===== src/rtl/pgc_pkg.sv =====
package pgc_pkg;
  localparam logic [2:0] A_TOGGLE = 3'd0;
  localparam logic [2:0] A_STATUS = 3'd1;
  localparam logic [2:0] A_UNCLMP = 3'd2;
  localparam logic [2:0] A_GFXCLP = 3'd3;
  localparam logic [2:0] A_SEQ    = 3'd4;
  localparam logic [2:0] A_WAIT   = 3'd5;

  localparam int GO_BIT      = 8;
  localparam int IDX_FIELD_W = 5;

  typedef enum logic [2:0] {
    SQ_IDLE,
    SQ_PWR,
    SQ_W1,
    SQ_W2,
    SQ_UNDO
  } seq_st_e;
endpackage


===== src/rtl/pgc_power_bank.sv =====
module pgc_power_bank #(
  parameter int N          = 8,
  parameter int SETTLE_CYC = 4,
  localparam int IW        = $clog2(N),
  localparam int CW        = $clog2(SETTLE_CYC + 1)
) (
  input  logic          clk_i,
  input  logic          rst_ni,
  input  logic          tgl_req_i,
  input  logic [IW-1:0] tgl_idx_i,
  output logic [N-1:0]  pwr_en_o,
  output logic [N-1:0]  status_o,
  output logic          busy_o,
  output logic [N-1:0]  off_evt_o
);
  logic [N-1:0]  pwr_q, stat_q, sel;
  logic [CW-1:0] cnt_q;
  logic          accept;

  assign busy_o = (cnt_q != '0);
  assign accept = tgl_req_i & ~busy_o;

  always_comb begin
    for (int i = 0; i < N; i++) sel[i] = accept && (tgl_idx_i == IW'(i));
  end

  assign off_evt_o = sel & pwr_q;

  always_ff @(posedge clk_i or negedge rst_ni) begin
    if (!rst_ni) begin
      pwr_q  <= '0;
      stat_q <= '0;
      cnt_q  <= '0;
    end else begin
      pwr_q <= pwr_q ^ sel;
      if (accept) cnt_q <= CW'(SETTLE_CYC);
      else if (busy_o) cnt_q <= cnt_q - 1'b1;
      if (cnt_q == CW'(1)) stat_q <= pwr_q;
    end
  end

  assign pwr_en_o = pwr_q;
  assign status_o = stat_q;
endmodule


===== src/rtl/pgc_clamp_unit.sv =====
module pgc_clamp_unit #(
  parameter int N        = 8,
  parameter int VDEC_IDX = 3,
  parameter int PCIE_IDX = 4,
  parameter int GFX_IDX  = 1
) (
  input  logic         clk_i,
  input  logic         rst_ni,
  input  logic [N-1:0] pwr_en_i,
  input  logic [N-1:0] off_evt_i,
  input  logic [N-1:0] seq_rel_i,
  input  logic         mask_we_i,
  input  logic [N-1:0] mask_i,
  input  logic         gfx_sep_i,
  input  logic         gfx_we_i,
  input  logic         gfx_zero_i,
  output logic [N-1:0] clamp_o
);
  for (genvar i = 0; i < N; i++) begin : g_bit
    // crossed mask lanes for the two swapped partitions
    localparam int SRC    = (i == VDEC_IDX) ? PCIE_IDX : (i == PCIE_IDX) ? VDEC_IDX : i;
    localparam bit IS_GFX = (i == GFX_IDX);

    logic shared_rel, ded_rel, ded_set, clamp_q;

    assign shared_rel = mask_we_i & mask_i[SRC] & ~(gfx_sep_i & IS_GFX);
    assign ded_rel    = IS_GFX & gfx_sep_i & gfx_we_i & gfx_zero_i;
    assign ded_set    = IS_GFX & gfx_sep_i & gfx_we_i & ~gfx_zero_i;

    always_ff @(posedge clk_i or negedge rst_ni) begin
      if (!rst_ni) clamp_q <= 1'b1;
      else if (off_evt_i[i]) clamp_q <= 1'b1;
      else if ((shared_rel | ded_rel | seq_rel_i[i]) & pwr_en_i[i]) clamp_q <= 1'b0;
      else if (ded_set) clamp_q <= 1'b1;
    end

    assign clamp_o[i] = clamp_q;
  end
endmodule


===== src/rtl/pgc_sequencer.sv =====
module pgc_sequencer
  import pgc_pkg::*;
#(
  parameter int N      = 8,
  parameter int WAIT_W = 16,
  localparam int IW    = $clog2(N)
) (
  input  logic              clk_i,
  input  logic              rst_ni,
  input  logic              start_i,
  input  logic [IW-1:0]     start_idx_i,
  input  logic [WAIT_W-1:0] wait_i,
  input  logic [N-1:0]      pwr_en_i,
  input  logic              busy_i,
  input  logic              fault_i,
  input  logic [N-1:0]      off_evt_i,
  output logic              tgl_req_o,
  output logic [IW-1:0]     tgl_idx_o,
  output logic [N-1:0]      clamp_rel_o,
  output logic [N-1:0]      clk_en_o,
  output logic [N-1:0]      rst_o,
  output logic              seq_busy_o,
  output logic              seq_fail_o
);
  seq_st_e           st_q, st_d;
  logic [WAIT_W-1:0] cnt_q, cnt_d;
  logic [IW-1:0]     idx_q, idx_d;
  logic              fail_q, fail_d;
  logic              tgl_req, clk_set, clk_clr, rst_clr, clamp_rel;
  logic [N-1:0]      rst_set, oh, clk_q, rst_q;

  assign oh = N'(1) << idx_q;

  always_comb begin
    st_d = st_q; cnt_d = cnt_q; idx_d = idx_q; fail_d = fail_q;
    tgl_req = 1'b0; clk_set = 1'b0; clk_clr = 1'b0;
    rst_clr = 1'b0; clamp_rel = 1'b0; rst_set = '0;
    unique case (st_q)
      SQ_IDLE: if (start_i) begin
        st_d = SQ_PWR; idx_d = start_idx_i; fail_d = 1'b0;
        rst_set = N'(1) << start_idx_i;
      end
      SQ_PWR: if (!busy_i) begin
        if (pwr_en_i[idx_q]) begin
          clk_set = 1'b1; cnt_d = wait_i; st_d = SQ_W1;
        end else tgl_req = 1'b1;
      end
      SQ_W1: begin
        if (fault_i) begin
          clk_clr = 1'b1; st_d = SQ_UNDO;
        end else if (cnt_q == WAIT_W'(1)) begin
          clamp_rel = 1'b1; cnt_d = wait_i; st_d = SQ_W2;
        end else cnt_d = cnt_q - 1'b1;
      end
      SQ_W2: begin
        if (fault_i) begin
          clk_clr = 1'b1; st_d = SQ_UNDO;
        end else if (cnt_q == WAIT_W'(1)) begin
          rst_clr = 1'b1; st_d = SQ_IDLE;
        end else cnt_d = cnt_q - 1'b1;
      end
      SQ_UNDO: if (!busy_i) begin
        tgl_req = pwr_en_i[idx_q]; fail_d = 1'b1; st_d = SQ_IDLE;
      end
      default: st_d = SQ_IDLE;
    endcase
  end

  always_ff @(posedge clk_i or negedge rst_ni) begin
    if (!rst_ni) begin
      st_q   <= SQ_IDLE;
      cnt_q  <= '0;
      idx_q  <= '0;
      fail_q <= 1'b0;
      clk_q  <= '0;
      rst_q  <= '1;
    end else begin
      st_q   <= st_d;
      cnt_q  <= cnt_d;
      idx_q  <= idx_d;
      fail_q <= fail_d;
      clk_q  <= (clk_q | (clk_set ? oh : '0)) & ~(clk_clr ? oh : '0) & ~off_evt_i;
      rst_q  <= (rst_q & ~(rst_clr ? oh : '0)) | rst_set | off_evt_i;
    end
  end

  assign tgl_req_o   = tgl_req;
  assign tgl_idx_o   = idx_q;
  assign clamp_rel_o = clamp_rel ? oh : '0;
  assign clk_en_o    = clk_q;
  assign rst_o       = rst_q;
  assign seq_busy_o  = (st_q != SQ_IDLE);
  assign seq_fail_o  = fail_q;
endmodule


===== src/rtl/part_gate_ctrl.sv =====
module part_gate_ctrl
  import pgc_pkg::*;
#(
  parameter int NUM_PART   = 8,
  parameter int SETTLE_CYC = 4,
  parameter int CLK_MHZ    = 100,
  parameter int WAIT_W     = 16,
  parameter int GFX_IDX    = 1,
  parameter int VDEC_IDX   = 3,
  parameter int PCIE_IDX   = 4
) (
  input  logic                clk_i,
  input  logic                rst_ni,
  input  logic                wr_en_i,
  input  logic [2:0]          addr_i,
  input  logic [31:0]         wdata_i,
  output logic [31:0]         rd_data_o,
  input  logic                gfx_sep_clamp_i,
  input  logic                seq_fault_i,
  output logic [NUM_PART-1:0] pwr_en_o,
  output logic [NUM_PART-1:0] clamp_o,
  output logic [NUM_PART-1:0] clk_en_o,
  output logic [NUM_PART-1:0] rst_o,
  output logic                busy_o,
  output logic                err_o,
  output logic                seq_busy_o,
  output logic                seq_fail_o
);
  localparam int IW       = $clog2(NUM_PART);
  localparam int WAIT_MIN = 10 * CLK_MHZ;

  logic                wr_tgl, wr_seq, in_range, reg_tgl_ok, seq_start;
  logic                tgl_req, seq_tgl_req, err_q;
  logic [IW-1:0]       tgl_idx, seq_tgl_idx;
  logic [NUM_PART-1:0] status, off_evt, seq_rel;
  logic [WAIT_W-1:0]   wait_q, wait_eff;

  assign wr_tgl     = wr_en_i & (addr_i == A_TOGGLE) & wdata_i[GO_BIT];
  assign wr_seq     = wr_en_i & (addr_i == A_SEQ) & wdata_i[GO_BIT];
  assign in_range   = 32'(wdata_i[IDX_FIELD_W-1:0]) < NUM_PART;
  assign reg_tgl_ok = wr_tgl & in_range & ~seq_tgl_req;
  assign seq_start  = wr_seq & in_range;
  assign tgl_req    = seq_tgl_req | reg_tgl_ok;
  assign tgl_idx    = seq_tgl_req ? seq_tgl_idx : wdata_i[IW-1:0];
  assign wait_eff   = (wait_q < WAIT_W'(WAIT_MIN)) ? WAIT_W'(WAIT_MIN) : wait_q;

  always_ff @(posedge clk_i or negedge rst_ni) begin
    if (!rst_ni) begin
      err_q  <= 1'b0;
      wait_q <= WAIT_W'(WAIT_MIN);
    end else begin
      if ((wr_tgl | wr_seq) & ~in_range) err_q <= 1'b1;
      if (wr_en_i && addr_i == A_WAIT) wait_q <= wdata_i[WAIT_W-1:0];
    end
  end

  always_comb begin
    unique case (addr_i)
      A_STATUS: rd_data_o = 32'(status);
      A_WAIT:   rd_data_o = 32'(wait_q);
      default:  rd_data_o = '0;
    endcase
  end

  pgc_power_bank #(.N(NUM_PART), .SETTLE_CYC(SETTLE_CYC)) u_bank (
    .clk_i(clk_i), .rst_ni(rst_ni),
    .tgl_req_i(tgl_req), .tgl_idx_i(tgl_idx),
    .pwr_en_o(pwr_en_o), .status_o(status),
    .busy_o(busy_o), .off_evt_o(off_evt)
  );

  pgc_clamp_unit #(.N(NUM_PART), .VDEC_IDX(VDEC_IDX), .PCIE_IDX(PCIE_IDX),
                   .GFX_IDX(GFX_IDX)) u_clamp (
    .clk_i(clk_i), .rst_ni(rst_ni),
    .pwr_en_i(pwr_en_o), .off_evt_i(off_evt), .seq_rel_i(seq_rel),
    .mask_we_i(wr_en_i && addr_i == A_UNCLMP), .mask_i(wdata_i[NUM_PART-1:0]),
    .gfx_sep_i(gfx_sep_clamp_i),
    .gfx_we_i(wr_en_i && addr_i == A_GFXCLP), .gfx_zero_i(wdata_i == '0),
    .clamp_o(clamp_o)
  );

  pgc_sequencer #(.N(NUM_PART), .WAIT_W(WAIT_W)) u_seq (
    .clk_i(clk_i), .rst_ni(rst_ni),
    .start_i(seq_start), .start_idx_i(wdata_i[IW-1:0]), .wait_i(wait_eff),
    .pwr_en_i(pwr_en_o), .busy_i(busy_o), .fault_i(seq_fault_i),
    .off_evt_i(off_evt),
    .tgl_req_o(seq_tgl_req), .tgl_idx_o(seq_tgl_idx), .clamp_rel_o(seq_rel),
    .clk_en_o(clk_en_o), .rst_o(rst_o),
    .seq_busy_o(seq_busy_o), .seq_fail_o(seq_fail_o)
  );

  assign err_o = err_q;
endmodule


===== config.mk =====
export PLATFORM = sky130hd
export DESIGN_NAME = part_gate_ctrl
export DESIGN_NICKNAME = d
export VERILOG_FILES = /design/src/rtl/pgc_pkg.sv /design/src/rtl/pgc_power_bank.sv /design/src/rtl/pgc_clamp_unit.sv /design/src/rtl/pgc_sequencer.sv /design/src/rtl/part_gate_ctrl.sv
export SDC_FILE = /design/constraint.sdc
export NUM_CORES = 1
export LEC_CHECK = 0
export BUFFER_PORTS_ARGS = -buffer_cell sky130_fd_sc_hd__buf_2
export CORE_ASPECT_RATIO = 1.75
export CORE_MARGIN = 10
export CORE_UTILIZATION = 28
export DETAILED_ROUTE_END_ITERATION = 6
export MAX_ROUTING_LAYER = met4
export SETUP_SLACK_MARGIN = 0.15
export SKIP_CTS_REPAIR_TIMING = 1
export SYNTH_ARGS = -nofsm -noshare
export SYNTH_HDL_FRONTEND = slang
export SYNTH_SLANG_ARGS = --single-unit

===== constraint.sdc =====
create_clock -name clk_i -period 3.5 [get_ports clk_i]
set_input_delay 0.35 -clock clk_i [delete_from_list [all_inputs] [get_ports clk_i]]
set_output_delay 0.35 -clock clk_i [all_outputs]
set_load 0.005 [all_outputs]

==> flow_metrics.env <==
export IMPL_status="complete, no violations"
export IMPL_synthTopCellsByArea="dfrtp_1 (31%), dfstp_2 (12%), mux2_2 (6.0%)"
export IMPL_grt_pass1_wl_microns=25300
export IMPL_drv_cap=0
export IMPL_drv_slew=0
export IMPL_start_util_pct=28.7
export IMPL_fillers=1800
export IMPL_report_power_total_uw=3160
export IMPL_powerDensity_nw_per_um2=547
export IMPL_route_detailed_drc=0
export IMPL_yosysWarnings=0
export IMPL_io_buffer_count=91
export IMPL_clk_pin_slew_ns=0.07
export IMPL_grt_overflow=0
export IMPL_antenna_found_initial=0
export IMPL_die_area_sq_um=23300
export IMPL_rsz0062_at_grt="no"
export IMPL_area_delta_synth_final_pct=18.2
export IMPL_antenna_diode_count=0
export IMPL_cts_buffer_depth=2
export IMPL_register_area_sq_um=2100
export IMPL_synth_top_area_cell="dfrtp_1"
export IMPL_fin_area_sq_um=5780
export IMPL_finalSetupViolations=0
export IMPL_cts_tree="yes"
export IMPL_synth_top_cell_area_share_pct=31.2
export IMPL_core_area_sq_um=17000
export IMPL_clk_latency_ns=0.34
export IMPL_dpl_cell_area_sq_um=5470
export IMPL_ys_seq_elements=83
export IMPL_hold_viol=0
export IMPL_cpMaxStageDelayCell="or4b_2"
export IMPL_grt_max_degree=77
export IMPL_multiInputGateArea_sq_um=2460
export IMPL_rr_worst_depth=7
export IMPL_drive_gt1_share_pct=30.1
export IMPL_grt_pass1_vias=4526
export IMPL_skew_ns=0.00822
export IMPL_worstReg2RegStart="u_seq.cnt_q[1]"
export IMPL_hp_class="input pin to asynchronous set/reset pin"
export IMPL_ant_nets=0
export IMPL_ctsHtreeMaxLevel=3
export IMPL_final_nets=632
export IMPL_fmax_ghz=0.348
export IMPL_ys_flop_type="dfrtp_1"
export IMPL_cellLeakagePower_uw=0.00255
export IMPL_wl_per_cell_microns=20.0
export IMPL_fp_dieW_microns=120
export IMPL_syn_avg_cell_area_sq_um=9.75
export IMPL_period_minus_slack_ns=2.87
export IMPL_slew_headroom_pct=32.0
export IMPL_endpoint="u_seq.cnt_q[7]"
export IMPL_drt_iter0_markers=230
export IMPL_crit_required_ns=3.73
export IMPL_track_usage_pct=14.2
export IMPL_synth_edf_count=0
export IMPL_root_buffer="clkbuf_16"
export IMPL_worstPathMaxFanout=14
export IMPL_cts_buffers_inserted=9
export IMPL_syn_inst=501
export IMPL_gp_congestion=0.879
export IMPL_r2r_end="u_seq.cnt_q[7]"
export IMPL_crit_chain="inv_1 > ha_1 > or4b_2 > or4_4 > o21a_1 > or3_1 > a32o_1"
export IMPL_syn_area_sq_um=4890
export IMPL_cp_end_kind="flip-flop"
export IMPL_viasPerCell=5.14
export IMPL_cp_slowest_stage_delay_ns=0.61
export IMPL_worstPathArrival_ns=3.10
export IMPL_min_period_over_period_pct=82.0
export IMPL_worstMarginPinSlew_ns=1.02
export IMPL_num_vias=4171
export IMPL_path_class="flip-flop to flip-flop"
export IMPL_boundaryPins=108
export IMPL_drt_pass1_iterations=7
export IMPL_rows=63
export IMPL_r2r_slack_ns=0.63
export IMPL_tns_ns=0
export IMPL_die_y_microns=195
export IMPL_ys_types=61
export IMPL_dpl_hpwl_microns=12600
export IMPL_async_flop_share_pct=100
export IMPL_drt_total_wl_microns=16200
export IMPL_critPathLaunch="u_seq.cnt_q[1]"
export IMPL_cts_sinks=83
export IMPL_start_kind="flip-flop"
export IMPL_finish_utilization_pct=33.9
export IMPL_ys_seq_area_share_pct=43.1
export IMPL_ir_drop_uv=238
-- area by class of cell --
cell class                      count  area share, %
Clock buffer                        9           3.90
Clock inverter                      7           1.41
Inverter                           18           1.17
Multi-Input combinational cell    364           42.7
Sequential cell                    83           36.4
Tap cell                          227           4.92
Timing Repair Buffer              103           9.49
-- worst max-delay path: cells and delay by family (launching register included) --
family          cells  cell delay [ns]
compound gates      2             0.63
buf+inv             1             0.08
flops               1             0.40
simple gates        3             1.51
fa+ha+maj           1             0.14
-- routing by layer --
metal,routed length (microns),vias to the layer above,GRT usage (%)
li1,-,1964,-
met1,6030,2052,14.6
met2,8900,123,25.6
met3,690,32,2.58
met4,585,0,6.22
met5,0,-,-
-- state kept, by name, indices dropped and copies added (netlist names), 8 cells and up --
signal                 cells
wait_q                    16
u_seq.rst_o                8
u_bank.status_o            8
u_clamp.g_bit.clamp_q      8
u_seq.cnt_q               16
u_bank.pwr_en_o            8
u_seq.clk_en_o             8
-- worst min-delay path by stage --
stage / from / to / slack, ns / cells past startpoint
after floorplan: rst_ni / err_o / 0.05 / 0
after global placement: err_o / err_o / 0.46 / 1
after detailed placement: err_o / err_o / 0.46 / 1
after CTS: rst_ni / u_bank.status_o[3] / 0.23 / 1
after global routing: rst_ni / u_bank.status_o[3] / 0.26 / 1
final: rst_ni / u_bank.status_o[5] / 0.16 / 1
-- metrics by stage --
| stage | std cells | hold WS (ns) | setup slack, ns |
|---|---|---|---|
| after floorplan | 516 | 0.0544 | 0.773 |
| after global placement | 795 | 0.458 | 0.680 |
| after detailed placement | 795 | 0.458 | 0.646 |
| after CTS | 811 | 0.225 | 0.636 |
| after global routing | 811 | 0.256 | 0.530 |
| final | 811 | 0.158 | 0.628 |
-- report_power, final --
| part | switching (uW) | leakage, uW | internal [uW] |
|---|---|---|---|
| sequential | 196 | 0.000967 | 1150 |
| clock | 430 | 0.000153 | 567 |
| combinational | 442 | 0.00142 | 374 |
-- cells in the mapped netlist (12+ instances only) --
| cell | n |
|---|---|
| mux2i_1 | 27 |
| buf_4 | 24 |
| dfrtp_1 | 61 |
| mux2_2 | 26 |
| nor4_1 | 13 |
| ha_1 | 13 |
| inv_1 | 17 |
| dfstp_2 | 22 |
| nand2_1 | 42 |
| nand3_1 | 15 |
| clkbuf_1 | 19 |
| nor2b_1 | 12 |
| and3_1 | 12 |
| nor2_1 | 38 |
-- layout by cell type, fill, tap and decap left out, types with 4 or more instances in the layout --
cell type,netlist,layout
nand2_1,42,42
nor4_1,13,13
inv_6,0,4
clkbuf_16,0,9
a32o_1,5,5
o22ai_1,10,10
o21ai_0,8,8
nor3_1,11,11
buf_4,24,13
a21oi_1,11,11
nand3_1,15,15
dfrtp_1,61,61
a31oi_1,8,8
buf_2,1,90
and2_1,5,5
conb_1,1,16
nor2_1,38,38
or3_1,8,8
ha_1,13,13
mux2_2,26,26
o221ai_1,4,4
nand4_1,5,5
a221o_1,8,8
o31ai_1,6,6
inv_1,17,17
or4_1,6,6
dfstp_2,22,22
nor2b_1,12,12
a211oi_1,9,9
and3_1,12,12
nand2b_1,7,7
mux2i_1,27,27
-- cells by family after synthesis --
group,share of synthesized area (%)
compound gates,14.0
fa+ha+maj,3.33
buf+inv,7.63
flops,43.1
mux,11.5
other cells,0.0768
simple gates,20.4
(Power assumes the default switching activity.)
